**src/rtl/tmr_evt_pkg.sv**
```systemverilog
package tmr_evt_pkg;
  localparam int unsigned MODE_W = 2;

  typedef enum logic [MODE_W-1:0] {
    TRIG_OFF     = 2'd0,
    TRIG_OVF     = 2'd1,
    TRIG_OVF_MAT = 2'd2,
    TRIG_RSVD    = 2'd3
  } trig_mode_e;

  // Only the two defined trigger sources make the block active.
  function automatic logic mode_active(input trig_mode_e m);
    return (m == TRIG_OVF) || (m == TRIG_OVF_MAT);
  endfunction
endpackage

```
**src/rtl/evt_trigger_sel.sv**
```systemverilog
module evt_trigger_sel
  import tmr_evt_pkg::*;
(
  input  logic       ovf_evt,
  input  logic       mat_evt,
  input  trig_mode_e mode,
  output logic       active,
  output logic       fire
);
  logic mat_ok;

  always_comb begin
    active = mode_active(mode);
    mat_ok = mat_evt && (mode == TRIG_OVF_MAT);
    // Both strobes together still count as a single event.
    fire   = active && (ovf_evt || mat_ok);
  end
endmodule

```
**src/rtl/evt_level_next.sv**
```systemverilog
module evt_level_next (
  input  logic cur_level,
  input  logic fire,
  input  logic active,
  input  logic run,
  input  logic toggle_sel,
  input  logic idle_level,
  input  logic pin_dir_in,
  output logic load,
  output logic nxt_level
);
  always_comb begin
    load      = 1'b0;
    nxt_level = cur_level;
    if (!pin_dir_in) begin
      if (!run || !active) begin
        nxt_level = idle_level;
      end else if (toggle_sel) begin
        nxt_level = fire ? ~cur_level : cur_level;
      end else begin
        nxt_level = fire ? ~idle_level : idle_level;
      end
      // Update only on a real level change.
      load = (nxt_level != cur_level);
    end
  end
endmodule

```
**src/rtl/tmr_evt_out.sv**
```systemverilog
module tmr_evt_out
  import tmr_evt_pkg::*;
#(
  parameter logic RESET_LEVEL = 1'b0
) (
  input  logic                clk,
  input  logic                rst_n,
  input  logic                ovf_evt,
  input  logic                mat_evt,
  input  logic [MODE_W-1:0]   trig_mode,
  input  logic                toggle_sel,
  input  logic                idle_level,
  input  logic                pin_dir_in,
  input  logic                run,
  output logic                pin_out
);
  trig_mode_e mode;
  logic       active;
  logic       fire;
  logic       load;
  logic       nxt_level;
  logic       level_q;

  assign mode = trig_mode_e'(trig_mode);

  evt_trigger_sel u_sel (
    .ovf_evt (ovf_evt),
    .mat_evt (mat_evt),
    .mode    (mode),
    .active  (active),
    .fire    (fire)
  );

  evt_level_next u_next (
    .cur_level  (level_q),
    .fire       (fire),
    .active     (active),
    .run        (run),
    .toggle_sel (toggle_sel),
    .idle_level (idle_level),
    .pin_dir_in (pin_dir_in),
    .load       (load),
    .nxt_level  (nxt_level)
  );

  always_ff @(posedge clk) begin
    if (!rst_n) begin
      level_q <= RESET_LEVEL;
    end else if (load) begin
      level_q <= nxt_level;
    end
  end

  assign pin_out = level_q;
endmodule

```
**config.mk**
```make
export PLATFORM = sky130hd
export DESIGN_NAME = tmr_evt_out
export DESIGN_NICKNAME = d
export VERILOG_FILES = /design/src/rtl/tmr_evt_pkg.sv /design/src/rtl/evt_trigger_sel.sv /design/src/rtl/evt_level_next.sv /design/src/rtl/tmr_evt_out.sv
export SDC_FILE = /design/constraint.sdc
export NUM_CORES = 1
export LEC_CHECK = 0
export BUFFER_PORTS_ARGS = -buffer_cell sky130_fd_sc_hd__buf_2
export CORE_AREA = 4 4 41 43
export CTS_CLUSTER_SIZE = 10
export DETAILED_ROUTE_END_ITERATION = 16
export DIE_AREA = 0 0 45 47
export SLEW_MARGIN = 25
export SYNTH_ARGS = -nofsm -noshare
export SYNTH_HDL_FRONTEND = slang
export SYNTH_HIERARCHICAL = 1
export SYNTH_SLANG_ARGS = --single-unit
export TNS_END_PERCENT = 20
```
**constraint.sdc**
```tcl
create_clock -name clk -period 1.89 [get_ports clk]
set_input_delay 0 -clock clk [delete_from_list [all_inputs] [get_ports clk]]
set_output_delay 0 -clock clk [all_outputs]
set_load 0.05 [all_outputs]
```
==> results of run 1 <==
-- metrics by stage --
stage          cells  hold slack, ns  utilization
2_1_floorplan     22           0.128            -
3_3_place_gp      47           0.212        0.180
3_5_place_dp      47           0.213        0.180
4_1_cts           47           0.213        0.180
5_1_grt           47           0.244        0.180
6_report          47           0.213        0.180
-- area by class of cell --
class	count	area share
timing repair buffer	10	0.214
tap	15	0.0802
inverter	3	0.0481
multi-input combinational	18	0.572
sequential	1	0.0856
-- cells by family after synthesis --
logic type,Yosys count,share of synthesized area
AOI/OAI and AO/OA,6,0.212
and+or+nand+nor,8,0.318
adders and majority gates,1,0.0757
DFF,1,0.121
buffers and inverters,3,0.0682
xor gates and xnor gates,1,0.0530
muxes,2,0.151
-- Yosys cell counts --
master and number:
a21oi_1 3, inv_1 3, nand3_1 2, a21o_1 1, and4b_2 1, dfxtp_1 1, ha_1 1, mux2_4 1
mux2i_1 1, nand2_1 1, nand3b_1 1, nor2_1 1, nor2b_1 1, o211ai_1 1, o21ai_0 1, or4b_1 1
xor2_1 1
-- power breakdown --
| part | switching, mW | internal [mW] |
|---|---|---|
| Sequential | 0.00139 | 0.0227 |
| Clock | 0 | 0 |
| Combinational | 0.0225 | 0.0214 |
-- path summary, 6_finish.rpt --
check,startpoint,cells after the start,to
hold / removal,rst_n,2,pin_out
setup reg to reg,pin_out,5,pin_out
setup / recovery,pin_out,5,pin_out
hold reg to reg,pin_out,2,pin_out
-- routing by layer --
metal | share of wire | track usage | vias to the layer above
met5 | 0 | 0 | -
met4 | 0 | 0 | 0
met3 | 0.10 | 0 | 0
met2 | 0.42 | 0.0593 | 6
met1 | 0.47 | 0.0609 | 76
li1 | - | - | 100
==> summary.log, run 1 <==
qor: run_status.outcome completed
qor: logic_synthesis.synthesis.area_per_instance 7.51 um2
qor: cts.clk_pin_slew_worst_paths 0 ns
qor: final_layout.multi_input_comb_area 134 um2
qor: routing.detail_route.vias_per_cell 3.87
qor: logic_synthesis.post_synth_main_area_contributors dfxtp_1 12%, a21oi_1 9.1%, mux2_4 9.1%, ha_1 7.6%, and4b_2 6.8%
qor: final_layout.largest_reg_flops 1
qor: routing.route.detailed.drc 0
qor: cts.post_cts.repair.setup_buffers 0
qor: power_and_ir_drop.max-vdd-ir-drop 0.0988 mV
qor: global_route.track_usage 0.0378
qor: placement.postPlaceCellArea 234 um2
qor: sta.timing_max_transition_violations_final 0
qor: final_layout.layout.cell_area.non_filler 234 um2
qor: die.floorplan.initialDensity 0.127
qor: critical_path.timing.reg2reg.setup_slack 0.46 ns
qor: routing.drt-pass1-iter-count 2
qor: power_and_ir_drop.cellPowerDensity 291 mW/mm2
qor: logic_synthesis.synth_top_area_cell dfxtp_1
qor: critical_path.max_incr_delay_on_cp 0.50 ns
qor: global_route.antenna_found_initial 0
qor: cts.cts_hold_buf 0
qor: routing.drt-wirelength-per-cell 7.72 um
qor: logic_synthesis.mappedNetlistNets 33
qor: hold_path.hold_class in -> reg
qor: critical_path.path_delay_family simple AND/OR/NAND/NOR gates
qor: die.die_area 0.00212 mm2
qor: flow_run.cap_violations 0
qor: die.floorplan.io_pins 11
qor: logic_synthesis.netlist_instances 22
qor: routing.first_iter_violations 1
qor: global_route.grt_first_pass_wirelength 655 um
qor: logic_synthesis.synth.top_cell.area_share 0.121
qor: final_layout.mostFrequentLayoutCells 10 x buf_2, 3 x a21oi_1, 3 x inv_1
qor: global_route.grt_max_degree 6
qor: final_layout.antenna-diode-count 0
qor: logic_synthesis.seq_total_area_yosys 0.121
qor: logic_synthesis.number_of_warning_messages_in_the_yosys_log 6
qor: power_and_ir_drop.total_power 0.0681 mW
qor: sta.worst_clock_skew 0 ns
qor: logic_synthesis.synthesis.area 165 um2
qor: die.rows 13
qor: sta.finalSetupViolations 0
qor: routing.wirelength 363 um
qor: final_layout.area.growth.synth_to_final 41.7%
qor: sta.hold_viol 0
qor: routing.detailroute.via_count 182
qor: critical_path.worstPathCellList mux2_4 -> or4b_1 -> nand3_1 -> mux2i_1 -> nor2b_1
qor: placement.dpl_worst_slack 0.448 ns
qor: cts.cts_resized 0
qor: sta.worstMarginPinSlew 0.250 ns
qor: sta.post-route-min-period 1.43 ns
qor: critical_path.crit_path_end_kind flop
qor: die.die-height 47 um
qor: critical_path.critPathLaunchType flop
qor: critical_path.critical_path_type reg -> reg
qor: final_layout.register_area 20.0 um2
qor: sta.period_share 0.757
qor: sta.totalNegativeSetupSlack 0 ns
qor: cts.worst_skew_pair.late_latency 0 ns
qor: sta.fin_ws 0.458 ns
qor: global_route.grt.overflow.total 0
qor: critical_path.arrival 1.37 ns
qor: sta.clock.fmax 0.699 GHz
qor: critical_path.worstPathMaxFanout 5
qor: final_layout.drive_above_1_share 0.375
qor: logic_synthesis.postSynthRegisterBits 1
qor: critical_path.crit_path_top_delay_cell or4b_1
qor: power_and_ir_drop.total_leakage_power 0.120 nW
qor: placement.finalWeightedCongestion 0.789
qor: critical_path.required_time_of_the_critical_path 1.82 ns
qor: global_route.grt_pass1_vias 163
qor: die.core 0.00130 mm2
qor: logic_synthesis.synth.distinct_cells 17
qor: final_layout.total_nets_final 45
qor: placement.number_of_port_buffers 10
qor: final_layout.mostFrequentLayoutCell buf_2
qor: final_layout.fillerInstances 157
qor: critical_path.cp_num_buf_inv 0
qor: die.floorplan.die.width 45 um
qor: sta.setup_repair_after_global_routing_missed_its_margin false
qor: routing.drtAntennaViolNets 0
qor: sta.timing.slew.headroom 0.835
No activity file was read; power rests on OpenSTA's default activity.
==> run 2: changes to the inputs <==
Clock period 1.89 ns to 1.2 ns, I/O delays scaled along.
==> run 2 against run 1 <==
  * The run now ends with negative setup slack left
  * Design area is 28% higher
  * Via count is 12% higher
  * Combinational power is 130% higher
  * Flip-flop and latch count stayed put
  * First-iteration DRC count is 100% lower
  * Setup slack worse by 0.63 ns
  * Utilization is 5.0 points higher
  * Power is 100% higher
  * Final cell count is 6.4% higher
  * Highest routed layer unchanged
  * Largest cell class unchanged
  * Register-to-register slack worse by 0.63 ns
  * Sequential power is 48% higher
  * Critical path depth stayed put
==> summary.log, run 2 (synthesis gave the netlist of run 1 again) <==
qor: routing.drtAntennaViolNets 0
qor: critical_path.arrival 1.30 ns
qor: sta.worstMarginPinSlew 0.247 ns
qor: power_and_ir_drop.combinationalPowerShare 0.739
qor: die.die-height 47 um
qor: die.floorplan.io_pins 11
qor: final_layout.register_area 23.8 um2
qor: final_layout.area.growth.synth_to_final 81.1%
qor: final_layout.mostFrequentLayoutCell buf_2
qor: sta.timing_max_transition_violations_final 0
qor: critical_path.critPathLaunchType flop
qor: final_layout.mostFrequentLayoutCells 10 x buf_2, 3 x buf_4, 2 x nand3_1, 2 x inv_1
qor: cts.clk_pin_slew_worst_paths 0 ns
qor: routing.drt-pass1-iter-count 1
qor: global_route.grt_pass1_vias 203
qor: sta.period_share 1.14
qor: final_layout.antenna-diode-count 0
qor: global_route.antenna_found_initial 0
qor: placement.finalWeightedCongestion 0.766
qor: critical_path.max_incr_delay_on_cp 0.49 ns
qor: critical_path.crit_path_end_kind flop
qor: power_and_ir_drop.max-vdd-ir-drop 0.140 mV
qor: placement.number_of_port_buffers 10
qor: critical_path.worstPathCellList mux2_4 -> or4b_1 -> nand3_1 -> mux2i_1 -> nor2b_1
qor: placement.dp_hpwl 401 um
qor: power_and_ir_drop.total_leakage_power 0.138 nW
qor: routing.drt-wirelength-per-cell 9.14 um
qor: sta.hold_viol 0
qor: power_and_ir_drop.power_frac_clock 0
qor: critical_path.critical_path_type reg -> reg
qor: routing.first_iter_violations 0
qor: global_route.grt_max_degree 5
qor: power_and_ir_drop.net-switching-power 0.0508 mW
qor: final_layout.fillerInstances 151
qor: sta.timing.slew.headroom 0.836
qor: cts.post_cts.repair.setup_buffers 0
qor: sta.post-route-min-period 1.37 ns
qor: hold_path.hold_class in -> reg
qor: placement.dpl_worst_slack -0.266 ns
qor: die.floorplan.die.width 45 um
qor: power_and_ir_drop.cellPowerDensity 455 mW/mm2
qor: critical_path.worstPathMaxFanout 2
qor: power_and_ir_drop.power_switching_share 0.373
qor: critical_path.worstSetupStartpoint pin_out
qor: cts.cts_hold_buf 0
qor: hold_path.hold_path.startpoint rst_n
qor: die.core 0.00130 mm2
qor: routing.route.detailed.drc 0
qor: sta.worst_clock_skew 0 ns
qor: routing.detailroute.via_count 203
qor: critical_path.crit_path_top_delay_cell or4b_1
qor: critical_path.regToRegStartpoint pin_out
qor: run_status.violations negative setup slack
qor: power_and_ir_drop.internal_power 0.0854 mW
qor: sta.totalNegativeSetupSlack -0.172 ns
qor: die.die_area 0.00212 mm2
qor: flow_run.cap_violations 0
qor: power_and_ir_drop.sequential_power_share 0.261
qor: final_layout.largest_reg_flops 1
qor: routing.detail_route.vias_per_cell 4.06
qor: final_layout.total_nets_final 48
qor: sta.finalSetupViolations 1
qor: power_and_ir_drop.total_power 0.136 mW
qor: sta.fin_ws -0.172 ns
qor: final_layout.layout.cell_area.non_filler 299 um2
qor: cts.worst_skew_pair.late_latency 0 ns
qor: final_layout.multi_input_comb_area 173 um2
qor: final_layout.post_layout_utilization_of_the_core 0.230
qor: sta.clock.fmax 0.729 GHz
qor: sta.setup_repair_after_global_routing_missed_its_margin true
qor: die.floorplan.initialDensity 0.127
qor: global_route.grt_first_pass_wirelength 841 um
qor: run_status.outcome finished with violations
qor: placement.postPlaceCellArea 260 um2
qor: die.rows 13
qor: global_route.grt.overflow.total 0
qor: critical_path.required_time_of_the_critical_path 1.13 ns
qor: routing.wirelength 457 um
qor: global_route.track_usage 0.0504
qor: final_layout.drive_above_1_share 0.629
run 2: power by group through the flow:
stage	clock network, mW	registers, mW	logic, mW
global route	0	0.0358	0.112
finish	0	0.0356	0.101
global placement	0	0.0356	0.0781
detailed placement	0	0.0357	0.0797
floorplan	0	0.0430	0.0374
CTS	0	0.0357	0.0872
run 2: worst max-delay path, delay by kind of cell (launching register included):
kind | cells | cell delay [ns]
flip-flops | 1 | 0.32
multiplexers | 2 | 0.32
AND/OR/NAND/NOR | 3 | 0.67
run 2: what timing repair did:
item,CTS,global route
endpoints found under the setup margin,1,1
gates resized for setup,5,5
pin swaps,2,5
run 2: area by class of cell:
cell class                 instances  area share
multi-input combinational         18       0.577
tap                               15      0.0628
sequential                         1      0.0795
inverter                           3      0.0377
timing repair buffer              13       0.243
run 2: final timing paths:
check / to / slack, ns / cells after the start
worst max-delay path: pin_out / -0.17 / 5
worst min-delay path: pin_out / 0.21 / 2
worst max register to register: pin_out / -0.17 / 5
worst min register to register: pin_out / 0.65 / 3
run 2: per-layer routing:
metal  track usage  vias up  share of wire
met3       0.00383        0          0.081
met5             0        -              0
li1              -      108              -
met2        0.0791        7           0.49
met4        0.0117        0              0
met1        0.0745       88           0.43
run 2: metrics by stage:
stage	hold slack, ns	cells
global placement	0.210	50
CTS	0.214	50
detailed placement	0.214	50
floorplan	0.127	22
global route	0.232	50
finish	0.207	50
